==> config.mk <==
export PLATFORM = sky130hd
export DESIGN_NAME = nvm_ctrl
export DESIGN_NICKNAME = d
export VERILOG_FILES = /design/src/rtl/nvm_pkg.sv /design/src/rtl/nvm_unlock.sv /design/src/rtl/nvm_seq.sv /design/src/rtl/nvm_irq_hold.sv /design/src/rtl/nvm_ctrl.sv
export SDC_FILE = /design/constraint.sdc
export NUM_CORES = 1
export LEC_CHECK = 0
export ABC_AREA = 1
export BUFFER_PORTS_ARGS = -buffer_cell sky130_fd_sc_hd__buf_2
export CAP_MARGIN = 20
export CORE_MARGIN = 2
export CORE_UTILIZATION = 30
export CTS_BUF_LIST = sky130_fd_sc_hd__clkbuf_8
export DETAILED_ROUTE_END_ITERATION = 7
export HOLD_SLACK_MARGIN = 0.02
export PLACE_DENSITY = 0.5
export REMOVE_ABC_BUFFERS = 1
export SKIP_LAST_GASP = 1
export SYNTH_ARGS = -nofsm -noshare
export SYNTH_HDL_FRONTEND = slang
export SYNTH_SLANG_ARGS = --single-unit
==> constraint.sdc <==
create_clock -name clk -period 1.3 [get_ports clk]
set_input_delay 0.325 -clock clk [delete_from_list [all_inputs] [get_ports clk]]
set_output_delay 0.325 -clock clk [all_outputs]
set_load 0.02 [all_outputs]
==> src/rtl/nvm_pkg.sv <==
// Shared register offsets, control bit positions and unlock codes for the
// nonvolatile memory access controller. Assumes a 3-bit register offset.
package nvm_pkg;
    localparam logic [2:0] REG_CTRL  = 3'd0;
    localparam logic [2:0] REG_KEY   = 3'd1;
    localparam logic [2:0] REG_ADLO  = 3'd2;
    localparam logic [2:0] REG_ADHI  = 3'd3;
    localparam logic [2:0] REG_DLO   = 3'd4;
    localparam logic [2:0] REG_DHI   = 3'd5;

    localparam int CB_RD   = 0;
    localparam int CB_WR   = 1;
    localparam int CB_WREN = 2;
    localparam int CB_ERR  = 3;
    localparam int CB_DONE = 4;
    localparam int CB_SEL  = 7;

    localparam logic [7:0] KEY_FIRST  = 8'h55;
    localparam logic [7:0] KEY_SECOND = 8'hAA;

    typedef enum logic [1:0] {
        KEY_IDLE  = 2'd0,
        KEY_HALF  = 2'd1,
        KEY_OPEN  = 2'd2
    } key_state_e;
endpackage

==> src/rtl/nvm_unlock.sv <==
// Tracks the two-step unlock pair written to the unlock register.
// Assumes one bus access per cycle. Any access that is not the next step
// of the pair returns the tracker to idle. The state after the second step
// is consumed by whatever access comes next.
module nvm_unlock
    import nvm_pkg::*;
(
    input  logic       clk,
    input  logic       por_n,
    input  logic       rst_n,
    input  logic       bus_we,
    input  logic       bus_re,
    input  logic [2:0] bus_addr,
    input  logic [7:0] bus_wdata,
    output logic       armed
);
    key_state_e st_q, st_d;

    // Next state: advance on a matching step, fall back to idle on any other access.
    always_comb begin
        st_d = st_q;
        if (bus_we || bus_re) begin
            st_d = KEY_IDLE;
            if (bus_we && bus_addr == REG_KEY) begin
                if (bus_wdata == KEY_FIRST) begin
                    st_d = KEY_HALF;
                end else if (bus_wdata == KEY_SECOND && st_q == KEY_HALF) begin
                    st_d = KEY_OPEN;
                end
            end
        end
    end

    // State register, cleared by either reset.
    always_ff @(posedge clk) begin
        if (!por_n || !rst_n) begin
            st_q <= KEY_IDLE;
        end else begin
            st_q <= st_d;
        end
    end

    assign armed = (st_q == KEY_OPEN);
endmodule

==> src/rtl/nvm_seq.sv <==
// Read and write sequencer. A read is one strobe cycle. A write runs for
// WR_CYCLES cycles and commits in its last one. Assumes the start inputs
// pulse only while idle and that WR_CYCLES is at least 1.
module nvm_seq #(
    parameter int WR_CYCLES = 4000
) (
    input  logic clk,
    input  logic por_n,
    input  logic rst_n,
    input  logic rd_start,
    input  logic wr_start,
    output logic rd_busy,
    output logic wr_busy,
    output logic rd_strobe,
    output logic wr_commit
);
    localparam int CNT_W = $clog2(WR_CYCLES + 1);

    logic             rd_q;
    logic             wr_q;
    logic [CNT_W-1:0] cnt_q;

    // Operation state and write countdown, dropped by either reset.
    always_ff @(posedge clk) begin
        if (!por_n || !rst_n) begin
            rd_q  <= 1'b0;
            wr_q  <= 1'b0;
            cnt_q <= '0;
        end else begin
            rd_q <= rd_start;
            if (wr_start) begin
                wr_q  <= 1'b1;
                cnt_q <= CNT_W'(WR_CYCLES);
            end else if (wr_q) begin
                if (cnt_q == CNT_W'(1)) begin
                    wr_q <= 1'b0;
                end
                cnt_q <= cnt_q - CNT_W'(1);
            end
        end
    end

    assign rd_busy   = rd_q;
    assign wr_busy   = wr_q;
    assign rd_strobe = rd_q;
    assign wr_commit = wr_q && (cnt_q == CNT_W'(1)) && rst_n && por_n;
endmodule

==> src/rtl/nvm_irq_hold.sv <==
// Holds interrupt requests back while the core is stalled. Requests seen
// during the stall are collected and shown for one cycle once it ends.
// Assumes the stall input is registered.
module nvm_irq_hold #(
    parameter int W = 4
) (
    input  logic         clk,
    input  logic         por_n,
    input  logic         rst_n,
    input  logic         hold,
    input  logic [W-1:0] irq_in,
    output logic [W-1:0] irq_out
);
    logic [W-1:0] pend_q;

    // Collect requests while holding, drop them once they have been shown.
    always_ff @(posedge clk) begin
        if (!por_n || !rst_n) begin
            pend_q <= '0;
        end else if (hold) begin
            pend_q <= pend_q | irq_in;
        end else begin
            pend_q <= '0;
        end
    end

    assign irq_out = hold ? '0 : (irq_in | pend_q);
endmodule

==> src/rtl/nvm_ctrl.sv <==
// Register-mapped access controller for a byte-wide data memory and a
// word-wide program memory. It holds the control, address and data
// registers. It decodes the single-cycle register bus, and drives the
// sequencer, the unlock tracker and the interrupt hold stage. Assumes the
// arrays answer a read combinationally and commit on nvm_wr at the clock edge.
module nvm_ctrl
    import nvm_pkg::*;
#(
    parameter int WR_CYCLES = 4000,
    parameter int IRQ_W     = 4,
    parameter int AHI_W     = 5,
    parameter int DHI_W     = 6,
    parameter int DM_AW     = 6
) (
    input  logic                  clk,
    input  logic                  por_n,
    input  logic                  rst_n,
    input  logic                  bus_we,
    input  logic                  bus_re,
    input  logic [2:0]            bus_addr,
    input  logic [7:0]            bus_wdata,
    output logic [7:0]            bus_rdata,
    output logic                  nvm_sel,
    output logic [8+AHI_W-1:0]    nvm_addr,
    output logic [8+DHI_W-1:0]    nvm_wdata,
    output logic                  nvm_rd,
    output logic                  nvm_wr,
    input  logic [8+DHI_W-1:0]    nvm_rdata,
    output logic                  cpu_stall,
    output logic                  done_irq,
    input  logic [IRQ_W-1:0]      irq_in,
    output logic [IRQ_W-1:0]      irq_out
);
    localparam int ADDR_W = 8 + AHI_W;
    localparam int DATA_W = 8 + DHI_W;

    logic             sel_q, wren_q, err_q, done_q;
    logic [7:0]       adlo_q, dlo_q;
    logic [AHI_W-1:0] adhi_q;
    logic [DHI_W-1:0] dhi_q;

    logic bus_ok, wr_ctrl, armed, busy;
    logic rd_start, wr_start, rd_busy, wr_busy;

    assign bus_ok   = bus_we && rst_n;
    assign wr_ctrl  = bus_ok && (bus_addr == REG_CTRL);
    assign busy     = rd_busy || wr_busy;
    assign wr_start = wr_ctrl && bus_wdata[CB_WR] && wren_q && armed && !busy;
    assign rd_start = wr_ctrl && bus_wdata[CB_RD] && !busy && !wr_start;

    nvm_unlock u_unlock (
        .clk       (clk),
        .por_n     (por_n),
        .rst_n     (rst_n),
        .bus_we    (bus_we),
        .bus_re    (bus_re),
        .bus_addr  (bus_addr),
        .bus_wdata (bus_wdata),
        .armed     (armed)
    );

    nvm_seq #(.WR_CYCLES(WR_CYCLES)) u_seq (
        .clk       (clk),
        .por_n     (por_n),
        .rst_n     (rst_n),
        .rd_start  (rd_start),
        .wr_start  (wr_start),
        .rd_busy   (rd_busy),
        .wr_busy   (wr_busy),
        .rd_strobe (nvm_rd),
        .wr_commit (nvm_wr)
    );

    nvm_irq_hold #(.W(IRQ_W)) u_irq (
        .clk     (clk),
        .por_n   (por_n),
        .rst_n   (rst_n),
        .hold    (cpu_stall),
        .irq_in  (irq_in),
        .irq_out (irq_out)
    );

    // Control flags: cleared by power-on, partly kept across warm reset.
    always_ff @(posedge clk) begin
        if (!por_n) begin
            sel_q  <= 1'b0;
            wren_q <= 1'b0;
            err_q  <= 1'b0;
            done_q <= 1'b0;
        end else if (!rst_n) begin
            wren_q <= 1'b0;
            done_q <= 1'b0;
            err_q  <= err_q | wr_busy;
        end else begin
            if (nvm_wr) begin
                done_q <= 1'b1;
            end else if (wr_ctrl) begin
                done_q <= done_q & bus_wdata[CB_DONE];
            end
            if (wr_ctrl) begin
                err_q  <= err_q & bus_wdata[CB_ERR];
                wren_q <= bus_wdata[CB_WREN];
                if (!busy) begin
                    sel_q <= bus_wdata[CB_SEL];
                end
            end
        end
    end

    // Address and data registers: read results win over bus writes, both blocked while busy.
    always_ff @(posedge clk) begin
        if (!por_n) begin
            adlo_q <= '0;
            adhi_q <= '0;
            dlo_q  <= '0;
            dhi_q  <= '0;
        end else if (rd_busy && rst_n) begin
            dlo_q <= nvm_rdata[7:0];
            if (sel_q) begin
                dhi_q <= nvm_rdata[DATA_W-1:8];
            end
        end else if (bus_ok && !busy) begin
            case (bus_addr)
                REG_ADLO: adlo_q <= bus_wdata;
                REG_ADHI: adhi_q <= bus_wdata[AHI_W-1:0];
                REG_DLO:  dlo_q  <= bus_wdata;
                REG_DHI:  dhi_q  <= bus_wdata[DHI_W-1:0];
                default:  ;
            endcase
        end
    end

    // Register read mux; the unlock register and unused offsets read zero.
    always_comb begin
        case (bus_addr)
            REG_CTRL: bus_rdata = {sel_q, 2'b00, done_q, err_q, wren_q, wr_busy, rd_busy};
            REG_ADLO: bus_rdata = adlo_q;
            REG_ADHI: bus_rdata = {{(8-AHI_W){1'b0}}, adhi_q};
            REG_DLO:  bus_rdata = dlo_q;
            REG_DHI:  bus_rdata = {{(8-DHI_W){1'b0}}, dhi_q};
            default:  bus_rdata = 8'h00;
        endcase
    end

    assign nvm_sel   = sel_q;
    assign nvm_addr  = sel_q ? {adhi_q, adlo_q} : ADDR_W'(adlo_q[DM_AW-1:0]);
    assign nvm_wdata = sel_q ? {dhi_q, dlo_q} : DATA_W'(dlo_q);
    assign cpu_stall = wr_busy && sel_q;
    assign done_irq  = done_q;
endmodule

**Yosys cells after proc, flatten, opt, wreduce, memory -nomap -nowiden**

Index checks and enable logic that the tools add are counted.
W data, S select, Z words.

- Flip-flop bits (word level): 51
- Input bits: 34
- Output and inout bits: 44
- Logic and storage cells: 95

- Add/sub/neg operators: 1
- Equality and inequality tests: 12
- Muxes and demuxes: 23
- Bitwise operators: 7
- Reduce and logical (&&, ||, !) cells: 38

Operator list:

| kind | number |
|---|---|
| $pmux W8 S5 | 1 |
| $mux W12 | 2 |
| $mux W6 | 4 |
| $mux W8 | 3 |
| $logic_and A1 B1 Y1 | 17 |
| $mux W14 | 1 |
| $mux W13 | 1 |
| $eq A12 B1 Y1 const B | 1 |
| $reduce_and A3 Y1 | 4 |
| $sub A12 B1 Y12 const B | 1 |
| $reduce_bool A2 Y1 | 5 |
| $eq A8 B7 Y1 const B | 1 |
| $eq A8 B8 Y1 const B | 1 |
| $mux W1 | 7 |
| $eq A3 B2 Y1 const B | 2 |
| $eq A3 B3 Y1 const B | 2 |
| $mux W2 | 3 |
| $logic_not A1 Y1 | 4 |
| $mux W4 | 1 |
| $or A4 B4 Y4 | 1 |
| $reduce_and A2 Y1 | 2 |
| $reduce_or A2 Y1 | 2 |
| $eq A3 B1 Y1 const B | 1 |
| $logic_not A3 Y1 | 1 |
| 8 further kinds | 13 |

**Longest topological paths before layout**

Gate-level depths: netlist (run 1).

- Depth in word-level cells: 8
- Depth in mapped cells: 8
- Mapped depth without buffers: 8

**Modules after synthesis**

Synthesis (run 1) repeated with hierarchy kept, for this count alone.

- Cells, all modules: 481
- Area, all modules: 2960.3 um2

Modules (own cells, without submodules):

| module | times used | cells an instance | area each (um2) |
|---|---|---|---|
| nvm_ctrl | 1 | 309 | 1876.8 |
| nvm_seq | 1 | 112 | 742.0 |
| nvm_unlock | 1 | 43 | 206.4 |
| nvm_irq_hold | 1 | 17 | 135.1 |

**Worst setup path before layout (run 1)**

No wires, ideal clock.

- Path kind: register -> output
- Start: reg sel_q (netlist: nvm_sel)
- End: out nvm_addr[10]
- Data arrival time: 1.174 ns
- Required time: 0.975 ns
- Setup slack: -0.199 ns
- Stages on the path, launching flop included: 5
- Path through: dfxtp_1 -> clkbuf_1 -> clkbuf_1 -> nand2_1 -> inv_1

- Word-level cells in the longest chain between the ends: 1

RTL lines:

| element | RTL line | source |
|---|---|---|
| from (decl) | nvm_ctrl.sv:37 | `logic sel_q, wren_q, err_q, done_q;` |
| from (signal assigned) | nvm_ctrl.sv:104 | `sel_q <= bus_wdata[CB_SEL];` |
| $mux W13 | nvm_ctrl.sv:146 | `assign nvm_addr = sel_q ? {adhi_q, adlo_q} : ADDR_W'(adlo_q[DM_AW-1:0]);` |
| to (decl) | nvm_ctrl.sv:24 | `output logic [8+AHI_W-1:0] nvm_addr,` |

No other way between the ends.

**Worst setup path in the final report (run 1)**

- Start: reg u_seq.cnt_q[3]
- End: out nvm_wr

- Word-level cells in the longest chain between the ends: 4

RTL lines:

| element | RTL line | source |
|---|---|---|
| from (decl) | nvm_seq.sv:21 | `logic [CNT_W-1:0] cnt_q;` |
| from (signal assigned) | nvm_seq.sv:33 | `cnt_q <= CNT_W'(WR_CYCLES);` |
| from (signal assigned) | nvm_seq.sv:38 | `cnt_q <= cnt_q - CNT_W'(1);` |
| $eq A12 B1 Y1 | nvm_seq.sv:46 | `assign wr_commit = wr_q && (cnt_q == CNT_W'(1)) && rst_n && por_n;` |
| $logic_and A1 B1 Y1 (3 in a row) | nvm_seq.sv:46 |  |
| to (decl) | nvm_ctrl.sv:27 | `output logic nvm_wr,` |

No other way between the ends.

==> results of run 1 <==
-- metal layers --
layer  wire [microns]  global-route usage [%]  vias up
li1                 -                       -     1555
met1             3980                    22.4     1411
met2             4600                    32.1       93
met3              466                    3.83       21
met4              236                    6.53        0
met5                0                       0        -
-- critical path: cells and delay by family, from the launching register on --
family / cells / cell delay, ns
AND/OR/NAND/NOR: 5 / 0.54
flip-flops: 1 / 0.35
buffers and inverters: 1 / 0.13
-- final timing paths --
kind	start	endpoint	slack (ns)	cells after the start
max	u_seq.cnt_q[3]	nvm_wr	-0.35	6
min	irq_in[0]	u_irq.pend_q[0]	0.27	3
max reg2reg	u_seq.rd_busy	adhi_q[1]	-0.10	8
min reg2reg	dlo_q[4]	dlo_q[4]	0.48	2
-- registers in the layout (all words and copies together) (netlist names) --
| register | flops |
|---|---|
| adhi_q | 5 |
| adlo_q | 8 |
| dhi_q | 6 |
| dlo_q | 8 |
| done_irq | 1 |
| err_q | 1 |
| nvm_sel | 1 |
| u_irq.pend_q | 4 |
| u_seq.cnt_q | 12 |
| u_seq.rd_busy | 1 |
| u_seq.wr_busy | 1 |
| u_unlock.st_q | 2 |
| wren_q | 1 |
-- cells in the mapped netlist (2+ instances only) --
cell type,number
nor2_1,23
nand3_1,28
nor3_1,10
o211a_1,6
buf_2,3
nand2_1,90
o21ai_2,2
nor4_1,3
ha_1,2
buf_4,8
inv_1,61
buf_6,2
o21ai_0,24
a21oi_1,47
a22oi_1,2
nand2_2,4
nand4_1,8
dfxtp_1,51
xor2_1,3
and2_1,2
clkbuf_1,3
nor2_4,2
nor2_2,4
-- repair_timing --
action	in CTS	in global routing
gates cloned	1	0
gates resized for setup	151	103
buffers inserted	11	18
setup endpoints to repair	37	72
pin swaps	24	45
-- where the power goes --
part / internal (mW) / total (mW) / switching, mW
Sequential: 1.57 / 1.59 / 0.0199
Clock: 0.436 / 1.01 / 0.570
Combinational: 0.194 / 0.444 / 0.250
Total: 2.20 / 3.04 / 0.840
-- cells in the final DEF, fill, tap and decap left out, drive strengths merged --
cell,netlist,routed
buf,13,147
nand2,95,95
inv,61,60
dfxtp,51,51
a21oi,47,47
nor2,30,30
nand3,29,29
o21ai,26,27
nor3,11,11
nand4,8,8
o211a,6,6
clkbuf,3,6
nor4,3,3
xor2,3,3
clkinvlp,0,2
a22oi,2,2
and2,2,2
ha,2,2
a22o,1,1
a31oi,1,1
or2,1,1
clkinv,0,1
-- logic make-up after synthesis --
group,Yosys count
flops,51
xor+xnor,3
simple gates,179
fa+ha+maj,2
buf+inv,77
compound gates,83
-- cell type report --
| cell class | instances | area share [%] |
|---|---|---|
| multi-input combinational | 268 | 39.4 |
| timing repair buffer | 147 | 27.2 |
| sequential | 51 | 22.8 |
| inverter | 61 | 5.47 |
| tap | 108 | 2.95 |
| clock buffer | 6 | 1.80 |
| clock inverter | 2 | 0.355 |
==> results.sh, run 1 <==
export IMPL_ys_async_sr_fraction_pct=0
export IMPL_finalCritPeriodShare_pct=127
export IMPL_hold_ws_ns=0.275
export IMPL_synth_mux_area_fraction_pct=0
export IMPL_start_util_pct=30.9
export IMPL_synth_simple_area_share_pct=30.6
export IMPL_drc_errors=0
export IMPL_final_cells=643
export IMPL_path_class="reg -> out"
export IMPL_fmax_mhz=605
export IMPL_netlist_area_leader_share_pct=37.8
export IMPL_cts_buffer_depth=2
export IMPL_yosysUniqueCellTypes=30
export IMPL_grt_max_degree=23
export IMPL_fp_row_count=34
export IMPL_dp_hpwl_microns=6560
export IMPL_setup_ws_ns=-0.353
export IMPL_detail_route_antenna_nets=0
export IMPL_path_max_fanout=2
export IMPL_dpl_cell_count=611
export IMPL_fin_util_pct=52.5
export IMPL_max_stage_delay_ns=0.35
export IMPL_critPathSlowestCell="dfxtp_2"
export IMPL_cp_end_kind="output port"
export IMPL_setup_violations_final=52
export IMPL_path_clk_slew_ns=0.09
export IMPL_timing_hold_violations_final=0
export IMPL_grt_antenna_before_repair=0
export IMPL_tns_ns=-5.94
export IMPL_drive_gt1_share_pct=52.7
export IMPL_period_needed_ns=1.65
export IMPL_multi_input_area_sq_um=1800
export IMPL_finalPower_mw=3.04
export IMPL_clock_latency_ns=0.31
export IMPL_routedWlPerCell_microns=14.4
export IMPL_root_buffer="clkbuf_8"
export IMPL_grt_pass1_wl_microns=14600
export IMPL_ys_seq_elements=51
export IMPL_fin_nets=570
export IMPL_ys_warnings_count=0
export IMPL_viasPerCell=4.79
export IMPL_synthCells=395
export IMPL_violations="negative setup slack"
export IMPL_seq_area_sq_um=1040
export IMPL_pin_count=78
export IMPL_first_global_vias=3021
export IMPL_drtPass1Iterations=5
export IMPL_synth_area_sq_um=2700
export IMPL_status="complete, but fails checks"
export IMPL_cp_arrival_ns=1.33
export IMPL_ir_worst_vdd_mv=0.526
export IMPL_p_leak_nw=2.28
export IMPL_synthAdderAreaFrac_pct=0.927
export IMPL_fp_dieH_microns=98.8
export IMPL_htreeDepth=2
export IMPL_cts_sinks=51
export IMPL_tightestPinTransition_ns=0.332
export IMPL_core_area_sq_um=8720
export IMPL_n_antenna_cell=0
export IMPL_gp_congestion=0.891
export IMPL_hold_path_class="in -> reg"
export IMPL_maxCapViolations=0
export IMPL_port_buffer_count=77
export IMPL_path_cells="nor2_4, nand2_1, nor2_1, nand4_1, nor2_2, buf_6"
export IMPL_first_iter_violations=89
export IMPL_fin_area_sq_um=4580
export IMPL_holdBufCountCts=0
export IMPL_maxSlewHeadroom_pct=77.7
export IMPL_synth_area_per_cell_sq_um=6.83
export IMPL_grt_use_total_pct=18.4
export IMPL_die_area_sq_um=9770
export IMPL_placed_cell_area_sq_um=3480
export IMPL_crit_required_ns=0.98
export IMPL_synthTopCellsByArea="dfxtp_1, nand2_1, a21oi_1"
export IMPL_synthFlopType="dfxtp_1"
export IMPL_cp_start_kind="flop"
export IMPL_ys_seq_area_share_pct=37.8
export IMPL_dp_slack_ns=-0.452
export IMPL_cts_tree="built"
export IMPL_cts_buffers=5
export IMPL_synth_top_area_cell="dfxtp_1"
export IMPL_synth_top_family_by_area="simple AND/OR/NAND/NOR gates"
export IMPL_overflow=0
export IMPL_fillers=815
export IMPL_num_vias=3080
export IMPL_die_x_microns=98.8
export IMPL_synth_xor_area_share_pct=0.974
export IMPL_synth_compound_gate_area_share_pct=17.2
export IMPL_synth_edf_count=0
export IMPL_power_density_nw_per_um2=665
export IMPL_area_growth_pct=69.6
export IMPL_slew_violations=0
export IMPL_fin_skew_ns=0.00976
export IMPL_rsz0062_at_grt="yes"
export IMPL_wirelength_microns=9280
(Power assumes the default switching activity.)
==> run 2, diff against run 1 <==
--- a/config.mk
+++ b/config.mk
@@ -9,12 +9,13 @@
 export BUFFER_PORTS_ARGS = -buffer_cell sky130_fd_sc_hd__buf_2
 export CAP_MARGIN = 20
 export CORE_MARGIN = 2
-export CORE_UTILIZATION = 30
+export CORE_UTILIZATION = 48
 export CTS_BUF_LIST = sky130_fd_sc_hd__clkbuf_8
 export DETAILED_ROUTE_END_ITERATION = 7
 export HOLD_SLACK_MARGIN = 0.02
-export PLACE_DENSITY = 0.5
+export PLACE_DENSITY = 0.75
 export REMOVE_ABC_BUFFERS = 1
+export SETUP_SLACK_MARGIN = 0.4
 export SKIP_LAST_GASP = 1
 export SYNTH_ARGS = -nofsm -noshare
 export SYNTH_HDL_FRONTEND = slang
==> run 2 against run 1 <==
Against the previous run:
- the run ends with design-rule violations, negative setup slack left
- die area fell by 36%
- routed wire length rose by 77%
- sequential power hardly changed
- combinational power increased by 28%
- count of clock-buffer cells in the layout fell by 1
- critical endpoint unchanged
- global-route usage up 19 points
- maximum frequency down 10%
- worst setup slack got worse by 0.19 ns
- design area increased by 8.7%
- power up 12%
- via count is 37% higher
==> results.sh, run 2 (same netlist as run 1, synthesis figures left out) <==
export IMPL_dpl_cell_count=575
export IMPL_p_leak_nw=2.41
export IMPL_path_cells="nor2_4, nand2_1, nor2_1, nand4_1, nor2_2, buf_6"
export IMPL_grt_antenna_before_repair=1
export IMPL_status="complete, but fails checks"
export IMPL_fin_nets=585
export IMPL_largest_reg_flops=12
export IMPL_viasPerCell=6.79
export IMPL_clock_latency_ns=0.33
export IMPL_routedWlPerCell_microns=26.4
export IMPL_grt_pass1_wl_microns=18200
export IMPL_crit_required_ns=0.98
export IMPL_rsz0062_at_grt="yes"
export IMPL_pin_count=78
export IMPL_die_x_microns=79.0
export IMPL_area_growth_pct=84.4
export IMPL_finalPower_mw=3.42
export IMPL_overflow=0
export IMPL_layout_commonest_cell="buf_6"
export IMPL_holdBufCountCts=0
export IMPL_violations="design-rule violations, negative setup slack"
export IMPL_critPathSlowestCell="dfxtp_2"
export IMPL_top_register="u_seq.cnt_q"
export IMPL_path_clk_slew_ns=0.12
export IMPL_cts_buffer_depth=2
export IMPL_fmax_mhz=543
export IMPL_fin_skew_ns=0.0135
export IMPL_path_max_fanout=2
export IMPL_root_buffer="clkbuf_8"
export IMPL_cp_end_kind="output port"
export IMPL_dp_hpwl_microns=6010
export IMPL_fp_dieH_microns=79.0
export IMPL_drc_errors=5
export IMPL_gp_congestion=0.931
export IMPL_grt_use_total_pct=37.8
export IMPL_htreeDepth=2
export IMPL_die_area_sq_um=6240
export IMPL_ir_worst_vdd_mv=0.768
export IMPL_first_global_vias=3701
export IMPL_reg_largest_list="u_seq.cnt_q (12), adlo_q (8), dlo_q (8)"
export IMPL_path_class="reg -> out"
export IMPL_max_stage_delay_ns=0.36
export IMPL_dp_slack_ns=-0.408
export IMPL_tightestPinTransition_ns=0.583
export IMPL_setup_violations_final=71
export IMPL_fin_area_sq_um=4980
export IMPL_detail_route_antenna_nets=0
export IMPL_finalCritPeriodShare_pct=142
export IMPL_hold_ws_ns=0.280
export IMPL_core_area_sq_um=5470
export IMPL_final_cell_mix="buf_6, nand2_1, buf_4"
export IMPL_grt_max_degree=24
export IMPL_start_util_pct=49.3
export IMPL_hold_path_class="in -> reg"
export IMPL_final_cells=623
export IMPL_power_density_nw_per_um2=687
export IMPL_placed_cell_area_sq_um=3430
export IMPL_maxCapViolations=0
export IMPL_wirelength_microns=16500
export IMPL_port_buffer_count=77
export IMPL_timing_hold_violations_final=0
export IMPL_crit_buf_inv=1
export IMPL_fp_row_count=27
export IMPL_cts_buffers=5
export IMPL_cp_arrival_ns=1.52
export IMPL_first_iter_violations=643
export IMPL_drtPass1Iterations=8
export IMPL_drive_gt1_share_pct=62.2
export IMPL_slew_violations=0
export IMPL_cts_tree="built"
export IMPL_cts_sinks=51
export IMPL_period_needed_ns=1.84
export IMPL_cp_start_kind="flop"
export IMPL_crit_family="simple AND/OR/NAND/NOR gates"
export IMPL_maxSlewHeadroom_pct=60.8
export IMPL_setup_ws_ns=-0.543
export IMPL_num_vias=4228
## run 2: layout make-up
cell class,instances,area (sq um)
Clock buffer,5,68.8
Tap cell,72,90.1
Inverter,61,255
Fill cell,173,497
Clock inverter,3,47.5
Timing Repair Buffer,162,1490
Antenna cell,1,2.50
Multi-Input combinational cell,268,1950
Sequential cell,51,1080
## run 2: metal layers
layer | vias to the layer above | wire, microns | GRT usage [%]
met5 | - | 0 | 0
met2 | 531 | 6970 | 64.3
met1 | 1890 | 5390 | 39.9
li1 | 1594 | - | -
met3 | 213 | 2430 | 8.86
met4 | 0 | 1670 | 29.7
## run 2: final timing paths
check,from,to,slack [ns],depth (start not counted)
worst max-delay path,u_seq.cnt_q[3],nvm_wr,-0.54,6
worst min-delay path,nvm_rdata[2],dlo_q[2],0.28,3
worst max register to register,u_seq.wr_busy,adlo_q[6],-0.51,9
worst min register to register,u_seq.cnt_q[10],u_seq.cnt_q[10],0.48,2
## run 2: what timing repair did
action                                  4_1_cts  5_1_grt
buffers inserted                             19       17
pin swaps                                    33       35
endpoints found under the setup margin       95       95
resized for setup                           257       94
gates cloned                                  2        1
## run 2: worst min-delay path, delay by kind of cell
| family | cells | cell delay (ns) |
|---|---|---|
| compound gates | 2 | 0.18 |
| buf+inv | 1 | 0.09 |
## run 2: metrics by stage
step,setup TNS [ns],utilization (%)
final,-22.18,90.9
after detailed placement,-9.14,62.7
after floorplan,-5.50,-
after CTS,-6.02,81.3
after global routing,-23.51,90.9
after global placement,-7.61,62.7
## run 2: report_power, final
part	switching, mW	leakage, nW	internal (mW)	total (mW)
sequential	0.0302	0.428	1.57	1.60
clock	0.669	0.0587	0.586	1.26
combinational	0.343	1.92	0.223	0.567
total	1.04	2.41	2.38	3.42
